--- config.mk ---
export PLATFORM = sky130hd
export DESIGN_NAME = eth_flowctl
export DESIGN_NICKNAME = d
export VERILOG_FILES = /design/src/rtl/fc_pkg.sv /design/src/rtl/fc_pause_req.sv /design/src/rtl/fc_pause_timer.sv /design/src/rtl/fc_backpress.sv /design/src/rtl/eth_flowctl.sv
export SDC_FILE = /design/constraint.sdc
export NUM_CORES = 1
export LEC_CHECK = 0
export CAP_MARGIN = 10
export CORE_UTILIZATION = 45
export CTS_CLUSTER_SIZE = 24
export DETAILED_ROUTE_END_ITERATION = 6
export DONT_BUFFER_PORTS = 1
export HOLD_SLACK_MARGIN = 0.15
export PLACE_DENSITY = 0.59
export REMOVE_ABC_BUFFERS = 1
export SYNTH_ARGS = -nofsm -noshare
export SYNTH_HDL_FRONTEND = slang
export SYNTH_SLANG_ARGS = --single-unit
--- constraint.sdc ---
create_clock -name clk -period 2.4 [get_ports clk]
set_input_delay 0.12 -clock clk [delete_from_list [all_inputs] [get_ports clk]]
set_output_delay 0.12 -clock clk [all_outputs]
set_load 0.05 [all_outputs]
--- src/rtl/fc_pkg.sv ---
package fc_pkg;
    typedef enum logic [2:0] {
        PQ_IDLE,
        PQ_FZERO,
        PQ_FMAX,
        PQ_AZERO,
        PQ_AMAX
    } preq_state_t;

    localparam int CB_FZERO  = 0;
    localparam int CB_FMAX   = 1;
    localparam int CB_AUTO   = 2;
    localparam int CB_BPANY  = 3;
    localparam int CB_BPDA   = 4;
    localparam int CB_SEEN   = 5;
    localparam int CB_ACTIVE = 6;
    localparam int CB_EN     = 7;
endpackage

--- src/rtl/fc_pause_req.sv ---
module fc_pause_req
    import fc_pkg::*;
#(
    parameter int TIME_W = 16,
    parameter int LVL_W  = 12
) (
    input  logic              clk,
    input  logic              rst_n,
    input  logic              force_zero,
    input  logic              force_max,
    input  logic              auto_en,
    input  logic              full_duplex,
    input  logic [LVL_W-1:0]  fill_level,
    input  logic [LVL_W-1:0]  hi_mark,
    input  logic [LVL_W-1:0]  lo_mark,
    input  logic              txp_done,
    output logic              txp_req,
    output logic [TIME_W-1:0] txp_time,
    output logic              clr_fzero,
    output logic              clr_fmax
);
    localparam logic [TIME_W-1:0] TIME_MAX = {TIME_W{1'b1}};

    preq_state_t state, next;
    logic        above_hi, pend_max, pend_zero;
    logic        auto_on;

    assign auto_on = auto_en & full_duplex;

    always_ff @(posedge clk) begin
        if (!rst_n) state <= PQ_IDLE;
        else        state <= next;
    end

    always_comb begin
        next = state;
        unique case (state)
            PQ_IDLE: begin
                if (force_zero)     next = PQ_FZERO;
                else if (force_max) next = PQ_FMAX;
                else if (pend_zero) next = PQ_AZERO;
                else if (pend_max)  next = PQ_AMAX;
            end
            PQ_FZERO, PQ_FMAX, PQ_AZERO, PQ_AMAX: begin
                if (txp_done) next = PQ_IDLE;
            end
            default: next = PQ_IDLE;
        endcase
    end

    always_comb begin
        txp_req   = (state != PQ_IDLE);
        txp_time  = (state == PQ_FMAX || state == PQ_AMAX) ? TIME_MAX : '0;
        clr_fzero = (state == PQ_FZERO) && txp_done;
        clr_fmax  = (state == PQ_FMAX) && txp_done;
    end

    always_ff @(posedge clk) begin
        if (!rst_n || !auto_on) begin
            above_hi  <= 1'b0;
            pend_max  <= 1'b0;
            pend_zero <= 1'b0;
        end else begin
            if (state == PQ_IDLE && next == PQ_AZERO) pend_zero <= 1'b0;
            if (state == PQ_IDLE && next == PQ_AMAX)  pend_max  <= 1'b0;
            if (!above_hi && fill_level > hi_mark) begin
                above_hi  <= 1'b1;
                pend_max  <= 1'b1;
                pend_zero <= 1'b0;
            end else if (above_hi && fill_level < lo_mark) begin
                above_hi  <= 1'b0;
                pend_zero <= 1'b1;
                pend_max  <= 1'b0;
            end
        end
    end

    // a request holds still until the transmitter reports it sent
    p_hold_req_r4: assert property (@(posedge clk) disable iff (!rst_n)
        (txp_req && !txp_done) |=> (txp_req && $stable(txp_time)));

    // forced zero wins over every other pending source
    p_zero_first_r4: assert property (@(posedge clk) disable iff (!rst_n)
        (state == PQ_IDLE && force_zero) |=> (txp_req && txp_time == '0));

    // a high crossing leads to a pending or served maximum-time pause
    p_auto_max_r5: assert property (@(posedge clk) disable iff (!rst_n)
        (auto_on && !above_hi && fill_level > hi_mark) |=> (pend_max || txp_req));
endmodule

--- src/rtl/fc_pause_timer.sv ---
module fc_pause_timer #(
    parameter int TIME_W = 16
) (
    input  logic              clk,
    input  logic              rst_n,
    input  logic              pause_vld,
    input  logic              full_duplex,
    input  logic [TIME_W-1:0] pause_time,
    input  logic              slot_tick,
    output logic              active
);
    logic [TIME_W-1:0] cnt;
    logic              load;

    assign load   = pause_vld & full_duplex;
    assign active = (cnt != '0);

    always_ff @(posedge clk) begin
        if (!rst_n)                       cnt <= '0;
        else if (load)                    cnt <= pause_time;
        else if (slot_tick && cnt != '0)  cnt <= cnt - TIME_W'(1);
    end

    // one slot per tick while running
    p_count_down_r10: assert property (@(posedge clk) disable iff (!rst_n)
        (!load && slot_tick && cnt != '0) |=> (cnt == $past(cnt) - TIME_W'(1)));

    // a zero pause time releases at once
    p_zero_release_r10: assert property (@(posedge clk) disable iff (!rst_n)
        (load && pause_time == '0) |=> !active);
endmodule

--- src/rtl/fc_backpress.sv ---
module fc_backpress #(
    parameter int LVL_W = 12
) (
    input  logic             clk,
    input  logic             rst_n,
    input  logic             full_duplex,
    input  logic             bp_any,
    input  logic             bp_da,
    input  logic             frame_start,
    input  logic             da_match,
    input  logic [LVL_W-1:0] fill_level,
    input  logic [LVL_W-1:0] bp_mark,
    output logic             jam_req
);
    logic hit;

    assign hit = !full_duplex && frame_start && (fill_level > bp_mark) &&
                 (bp_any || (bp_da && da_match));

    always_ff @(posedge clk) begin
        if (!rst_n) jam_req <= 1'b0;
        else        jam_req <= hit;
    end

    // jam only follows a half-duplex frame start
    p_jam_half_r6: assert property (@(posedge clk) disable iff (!rst_n)
        jam_req |-> $past(!full_duplex && frame_start));

    // without the any-frame mode a jam needs a matching address
    p_jam_da_r7: assert property (@(posedge clk) disable iff (!rst_n)
        (jam_req && !$past(bp_any)) |-> $past(da_match));
endmodule

--- src/rtl/eth_flowctl.sv ---
module eth_flowctl
    import fc_pkg::*;
#(
    parameter int TIME_W = 16,
    parameter int LVL_W  = 12
) (
    input  logic              clk,
    input  logic              rst_n,
    input  logic              reg_wr,
    input  logic              reg_rd,
    input  logic [7:0]        reg_wdata,
    output logic [7:0]        reg_rdata,
    input  logic              rd_clr_off,
    input  logic              full_duplex,
    input  logic [LVL_W-1:0]  fill_level,
    input  logic [LVL_W-1:0]  hi_mark,
    input  logic [LVL_W-1:0]  lo_mark,
    input  logic [LVL_W-1:0]  bp_mark,
    input  logic              rx_pause_vld,
    input  logic [TIME_W-1:0] rx_pause_time,
    input  logic              slot_tick,
    input  logic              rx_frame_start,
    input  logic              rx_da_match,
    output logic              txp_req,
    output logic [TIME_W-1:0] txp_time,
    input  logic              txp_done,
    output logic              jam_req,
    output logic              tx_inhibit
);
    logic ctl_fz, ctl_fm, ctl_auto, ctl_bpa, ctl_bpd, ctl_en, rx_seen;
    logic clr_fzero, clr_fmax, pause_active;
    logic unused_wbit;

    assign unused_wbit = reg_wdata[CB_ACTIVE];

    always_ff @(posedge clk) begin
        if (!rst_n) begin
            ctl_fz   <= 1'b0;
            ctl_fm   <= 1'b0;
            ctl_auto <= 1'b0;
            ctl_bpa  <= 1'b0;
            ctl_bpd  <= 1'b0;
            ctl_en   <= 1'b0;
        end else if (reg_wr) begin
            ctl_fz   <= reg_wdata[CB_FZERO];
            ctl_fm   <= reg_wdata[CB_FMAX];
            ctl_auto <= reg_wdata[CB_AUTO];
            ctl_bpa  <= reg_wdata[CB_BPANY];
            ctl_bpd  <= reg_wdata[CB_BPDA];
            ctl_en   <= reg_wdata[CB_EN];
        end else begin
            if (clr_fzero) ctl_fz <= 1'b0;
            if (clr_fmax)  ctl_fm <= 1'b0;
        end
    end

    always_ff @(posedge clk) begin
        if (!rst_n)
            rx_seen <= 1'b0;
        else if (rx_pause_vld && full_duplex)
            rx_seen <= 1'b1;
        else if ((reg_wr && reg_wdata[CB_SEEN]) || (reg_rd && !rd_clr_off))
            rx_seen <= 1'b0;
    end

    always_comb begin
        reg_rdata            = '0;
        reg_rdata[CB_FZERO]  = ctl_fz;
        reg_rdata[CB_FMAX]   = ctl_fm;
        reg_rdata[CB_AUTO]   = ctl_auto;
        reg_rdata[CB_BPANY]  = ctl_bpa;
        reg_rdata[CB_BPDA]   = ctl_bpd;
        reg_rdata[CB_SEEN]   = rx_seen;
        reg_rdata[CB_ACTIVE] = pause_active;
        reg_rdata[CB_EN]     = ctl_en;
    end

    assign tx_inhibit = ctl_en & pause_active;

    fc_pause_req #(.TIME_W(TIME_W), .LVL_W(LVL_W)) u_req (
        .clk         (clk),
        .rst_n       (rst_n),
        .force_zero  (ctl_fz),
        .force_max   (ctl_fm),
        .auto_en     (ctl_auto),
        .full_duplex (full_duplex),
        .fill_level  (fill_level),
        .hi_mark     (hi_mark),
        .lo_mark     (lo_mark),
        .txp_done    (txp_done),
        .txp_req     (txp_req),
        .txp_time    (txp_time),
        .clr_fzero   (clr_fzero),
        .clr_fmax    (clr_fmax)
    );

    fc_pause_timer #(.TIME_W(TIME_W)) u_tmr (
        .clk         (clk),
        .rst_n       (rst_n),
        .pause_vld   (rx_pause_vld),
        .full_duplex (full_duplex),
        .pause_time  (rx_pause_time),
        .slot_tick   (slot_tick),
        .active      (pause_active)
    );

    fc_backpress #(.LVL_W(LVL_W)) u_bp (
        .clk         (clk),
        .rst_n       (rst_n),
        .full_duplex (full_duplex),
        .bp_any      (ctl_bpa),
        .bp_da       (ctl_bpd),
        .frame_start (rx_frame_start),
        .da_match    (rx_da_match),
        .fill_level  (fill_level),
        .bp_mark     (bp_mark),
        .jam_req     (jam_req)
    );

    // a full-duplex pause arrival is visible in the status byte next cycle
    p_seen_set_r8: assert property (@(posedge clk) disable iff (!rst_n)
        (rx_pause_vld && full_duplex) |=> reg_rdata[CB_SEEN]);

    // a forced zero bit is only dropped by software or a served request
    p_fz_hold_r2: assert property (@(posedge clk) disable iff (!rst_n)
        (ctl_fz && !reg_wr && !(txp_req && txp_done)) |=> ctl_fz);
endmodule

Word level (Yosys, flattened, before mapping)
Cells that the tools add are included.

Register bits after elaboration: 30. Input bits: 83. Output and inout bits: 27. Logic and storage cells: 83.

Add/sub/neg operators: 1. Magnitude comparators: 3. Eq/ne operators: 6. Mux-type cells: 22. Bitwise gates (word level): 3. Reductions and logical operators: 35.

Operator list (number): $mux 16 (3); $gt 12x12->1 (2); $reduce_bool 16->1 (1); $sub 16x1->16 const B (1); $mux 3 (5); $logic_and 1x1->1 (14); $mux 1 (13); $lt 12x12->1 (1); $reduce_bool 2->1 (6); $eq 3x2->1 const B (3); $eq 3x3->1 const B (2); $pmux 3 s2 (1); $reduce_bool 3->1 (2); $logic_not 1->1 (5); $logic_or 1x1->1 (4); $reduce_or 4->1 (1); $and 1x1->1 (3); $eq 3x1->1 const B (1); $logic_not 3->1 (1); $reduce_or 2->1 (1).

Logic depth before layout (Yosys ltp)
Word-level depth: 10. Depth in mapped cells: 7.

By module
From an unflattened synthesis, not the netlist that was laid out.

Cells, all modules: 338. Area total of the unflattened synthesis: 2735.1 sq um.

Modules (own cells, without submodules): fc_pause_timer (instances 1, cells an instance 123, area an instance 1028.5 sq um, sequential area each 320.3 sq um); fc_pause_req (instances 1, cells an instance 133, area an instance 1017.2 sq um, sequential area each 120.1 sq um); eth_flowctl (instances 1, cells an instance 36, area an instance 352.8 sq um, sequential area each 140.1 sq um); fc_backpress (instances 1, cells an instance 46, area an instance 336.6 sq um, sequential area each 20.0 sq um).

Least setup slack after synthesis
Ideal clock, no wire load.

Path type: reg-to-output. From: register u_req.state[2]. To: output txp_time[10]. Arrival time: 2.067 ns. Required time: 2.280 ns. Path slack: 0.213 ns. Cell stages (with the launch flop): 5. Cells stage by stage: dfxtp_1 -> clkbuf_1 -> xnor2_1 -> nor2_1 -> buf_4.

Cells in the longest elaborated chain, start to end: 3. Elaborated cells on any way between the ends: 4. Those cells by class: eq/ne (2); mux (1); reduce/logical (1).

RTL lines: from (decl) (RTL line fc_pause_req.sv:24) `preq_state_t state, next;`; from (signal assigned) (RTL line fc_pause_req.sv:32) `else state <= next;`; $eq 3x2->1 or $eq 3x3->1 (tied branches) (RTL line fc_pause_req.sv:53) `txp_time = (state == PQ_FMAX || state == PQ_AMAX) ? TIME_MAX : '0;`; $logic_or 1x1->1 (*) (RTL line fc_pause_req.sv:53); $mux 16 (*) (RTL line fc_pause_req.sv:53); to (decl) (RTL line eth_flowctl.sv:25) `output logic [TIME_W-1:0] txp_time,`.

Every way passes the cells marked *; elsewhere a longest branch is shown, timed or not.

Worst setup path after layout
From: register u_tmr.cnt[2]. To: output tx_inhibit.

Cells in the longest elaborated chain, start to end: 2.

RTL lines: from (decl) (RTL line fc_pause_timer.sv:12) `logic [TIME_W-1:0] cnt;`; from (signal assigned) (RTL line fc_pause_timer.sv:20) `else if (load) cnt <= pause_time;`; from (signal assigned) (RTL line fc_pause_timer.sv:21) `else if (slot_tick && cnt != '0) cnt <= cnt - TIME_W'(1);`; $reduce_bool 16->1 (RTL line fc_pause_timer.sv:16) `assign active = (cnt != '0);`; $and 1x1->1 (RTL line eth_flowctl.sv:78) `assign tx_inhibit = ctl_en & pause_active;`; to (decl) (RTL line eth_flowctl.sv:28) `output logic tx_inhibit`.

Every way passes these cells.

==> flow_summary_export.csv <==
group,metric,value,unit
synth,avgSynthCellArea,8.013,µm²
synth,synthCells,329,
timing,hold_violations,0,
critical_path,worstPathArrival,1.96,ns
synth,synth.cell_area,2636,µm²
worst_hold_path,min_path_cells,2,
drt,vias,2288,
power_and_ir_drop,switching_share,36.70,%
synth,synth_xor_area_share,3.987,%
grt,grt_max_degree,33,
power_and_ir_drop,ir_drop,0.3130,mV
timing,drv_slew,0,
power_and_ir_drop,power.switching,0.5704,mW
cts,clock_path_buffers,2,
synth,synth_top_family_by_area,"simple AND/OR/NAND/NOR gates",
timing,skew,0.005360,ns
outcome,outcome,"complete, no violations",
timing,rsz0062_at_grt,"false",
grt,grt_pass1_vias,2176,
worst_hold_path,hold_class,"primary input to flip-flop",
die,dieWidth,78.54,µm
critical_path,cp.required,2.28,ns
synth,synthMuxAreaShare,1.898,%
placement,dp_hpwl,4.557,mm
synth,yosysSeqAreaShare,22.78,%
timing,setup_violations,0,
layout,drive_gt1_share,7.580,%
cts,clock_sinks,30,
grt,antenna_found_initial,0,
die,fp-row-count,27,
drt,drtIter0Drc,122,
power_and_ir_drop,pwr-share-comb,33.3,%
synth,synth_edf_count,0,
power_and_ir_drop,p_total,1.554,mW
synth,ys_warn_count,0,
synth,synth_compound_area_share,19.08,%
synth,synthDistinctLibCells,53,
die,die_height,78.54,µm
die,start_util,47.30,%
timing,tightest_slew,0.9511,ns
placement,placed_cells,374,
job,drv_cap,0,
drt,drc_errors,0,
synth,async_reset_ff_share,0,%
drt,totalWireLength,5.987,mm
layout,antenna_cells,0,
synth,synthAdderAreaFrac,17.56,%
cts,numCtsBuffers,5,
timing,worst_slew_margin_rel,36.44,%
layout,stdcell_count,415,
layout,nNetsFinal,462,
worst_hold_path,min_to,"u_tmr.cnt[9]$_SDFFE_PN0P_",
drt,antenna_left,0,
drt,viasPerCell,5.513,
synth,synthFlopType,"dfxtp_1",
placement,pre_cts_ws,0.4926,ns
placement,portBuffers,0,
cts,cts-htree-levels,2,
power_and_ir_drop,power_density,513.7,nW/µm²
grt,grt_usage,20.00,%
power_and_ir_drop,intPower,0.9838,mW
die,dieArea,6169,µm²
timing,period_share,86.48,%
layout,reg.largest.list,"u_tmr.cnt (16), u_req.state (3)",
grt,grt_pass1_wl,9.735,mm
critical_path,reg2reg_depth,5,
critical_path,cp_max_fo,10,
power_and_ir_drop,cellLeakagePower,1.331,nW
critical_path,critical_path_class,"flip-flop to output port",
cts,tritoncts,"yes",
die,core-area,5574,µm²
drt,drtPass1Iterations,4,
timing,max_freq,0.4818,GHz
drt,routedWlPerCell,14.43,µm
cts,cts.clk_slew.worst_paths,0.07,ns
cts,clock_latency,0.28,ns
power_and_ir_drop,pwr-share-clk,27.7,%
critical_path,timing.rr.start,"u_tmr.cnt[2]$_SDFFE_PN0P_",
die,ioPinCount,110,
timing,timing.hold.ws,0.1494,ns
grt,grt_remaining_overflow,0,
layout,largest_reg_flops,16,
layout,syn2layout_area_growth,14.76,%
synth,synthSimpleGateAreaFrac,20.69,%
critical_path,startpoint,"u_tmr.cnt[2]$_SDFFE_PN0P_",
layout,largest-register,"u_tmr.cnt",
placement,place_congestion,0.8847,
cts,clockRootBuffer,"clkbuf_8",
critical_path,rr_endpoint,"u_tmr.cnt[11]$_SDFFE_PN0P_",
layout,utilization,54.28,%
timing,finalCriticalPeriod,2.076,ns
critical_path,critPathLaunchType,"flip-flop",
worst_hold_path,hold_start,"full_duplex",
timing,fin_ws,0.3245,ns
critical_path,end_kind,"output port",
critical_path,regToRegSetupSlack,0.46,ns
power_and_ir_drop,share_seq_of_total_power,39.1,%
synth,synth_seq_cells,30,
[stage by stage]
stage                     setup TNS, ns  area [µm²]
after floorplan                 -127.24        2425
after global placement                0        2600
after detailed placement              0        2600
after CTS                             0        3025
after global routing                  0        3025
final                                 0        3025
[final cells by class]
type	instances	area (µm²)
clock buffer	6	82.58
clock inverter	2	12.51
fill	547	2549
inverter	42	157.7
multi-input combinational	224	1674
sequential	30	600.6
tap	72	90.09
timing repair buffer	39	407.9
[logic make-up (layout without fill, tap and decap cells)]
| kind of cell | after synthesis | count (layout) |
|---|---|---|
| AO/OA/AOI/OAI | 76 | 76 |
| XOR/XNOR | 12 | 12 |
| adder cells (fa/ha/maj) | 37 | 37 |
| buffers and inverters | 75 | 89 |
| flip-flops | 30 | 30 |
| multiplexers | 5 | 5 |
| AND/OR/NAND/NOR | 94 | 94 |
[critical path, stage by stage (launching register included)]
cell and delay (ns):
dfxtp_1 0.36, nor4_1 0.35, and3b_1 0.47, nand2_1 0.14
and2_1 0.36
[synthesized netlist by cell type (3+ instances only)]
library cell / number / area (µm²)
buf_4: 23 / 172.7
clkbuf_1: 9 / 33.78
ha_1: 37 / 462.9
a211oi_1: 7 / 52.55
nor2_1: 22 / 82.58
nand2_1: 17 / 63.81
nor4_2: 3 / 37.54
a21o_1: 5 / 37.54
a21oi_1: 26 / 130.1
nor2b_1: 3 / 18.77
nor3_1: 10 / 50.05
o211ai_1: 6 / 45.04
nand3_1: 4 / 20.02
nand4_1: 8 / 50.05
nor4_1: 5 / 31.28
inv_1: 42 / 157.7
mux2i_1: 5 / 50.05
xor2_1: 3 / 26.28
o21ai_0: 14 / 70.07
xnor2_1: 9 / 78.83
dfxtp_1: 30 / 600.6
and4_1: 3 / 26.28
[layer usage]
layer / vias up / global-route usage [%] / part of all wire, %
met3: 14 / 4.884 / 6.5
met4: 0 / 9.444 / 2.5
met1: 1018 / 22.68 / 41
met2: 81 / 34.87 / 50
met5: - / 0 / 0
li1: 1175 / - / -
[cells in the final DEF (no fill, tap or decap), types with 3 or more instances in the layout]
cell	count
nor4_1	5
a211oi_1	7
and4_1	3
a21oi_1	26
clkbuf_8	6
o211ai_1	6
nor4_2	3
nand3_1	4
a21o_1	5
xor2_1	3
inv_1	42
mux2i_1	5
nor2b_1	3
o21ai_0	14
nor2_1	21
nand4_1	8
xnor2_1	9
nor3_1	10
dfxtp_1	30
buf_4	4
nand2_1	17
dlygate4sd3_1	33
ha_1	37
[what timing repair did]
action | 4_1_cts | 5_1_grt
resized for setup | 0 | 0
endpoints found under the setup margin | 0 | 0
setup buffers | 0 | 0
endpoints found under the hold margin | 29 | 0
hold buffers | 33 | 0
[power by group through the flow]
stage                     Sequential [mW]  Combinational, mW  Clock (mW)
after global routing                0.615              0.576       0.462
after floorplan                     0.613              0.376           0
after global placement              0.614              0.460           0
after CTS                           0.606              0.519       0.447
after detailed placement            0.617              0.468           0
final                               0.607              0.517       0.430
[worst max path at each step]
stage | slack (ns) | to
floorplan | -7.95 | txp_time[0]
global placement | 0.51 | u_tmr.cnt[11]$_SDFFE_PN0P_
detailed placement | 0.49 | u_tmr.cnt[11]$_SDFFE_PN0P_
CTS | 0.32 | tx_inhibit
global route | 0.13 | tx_inhibit
finish | 0.32 | tx_inhibit
No activity file was read; power rests on OpenSTA's default activity.
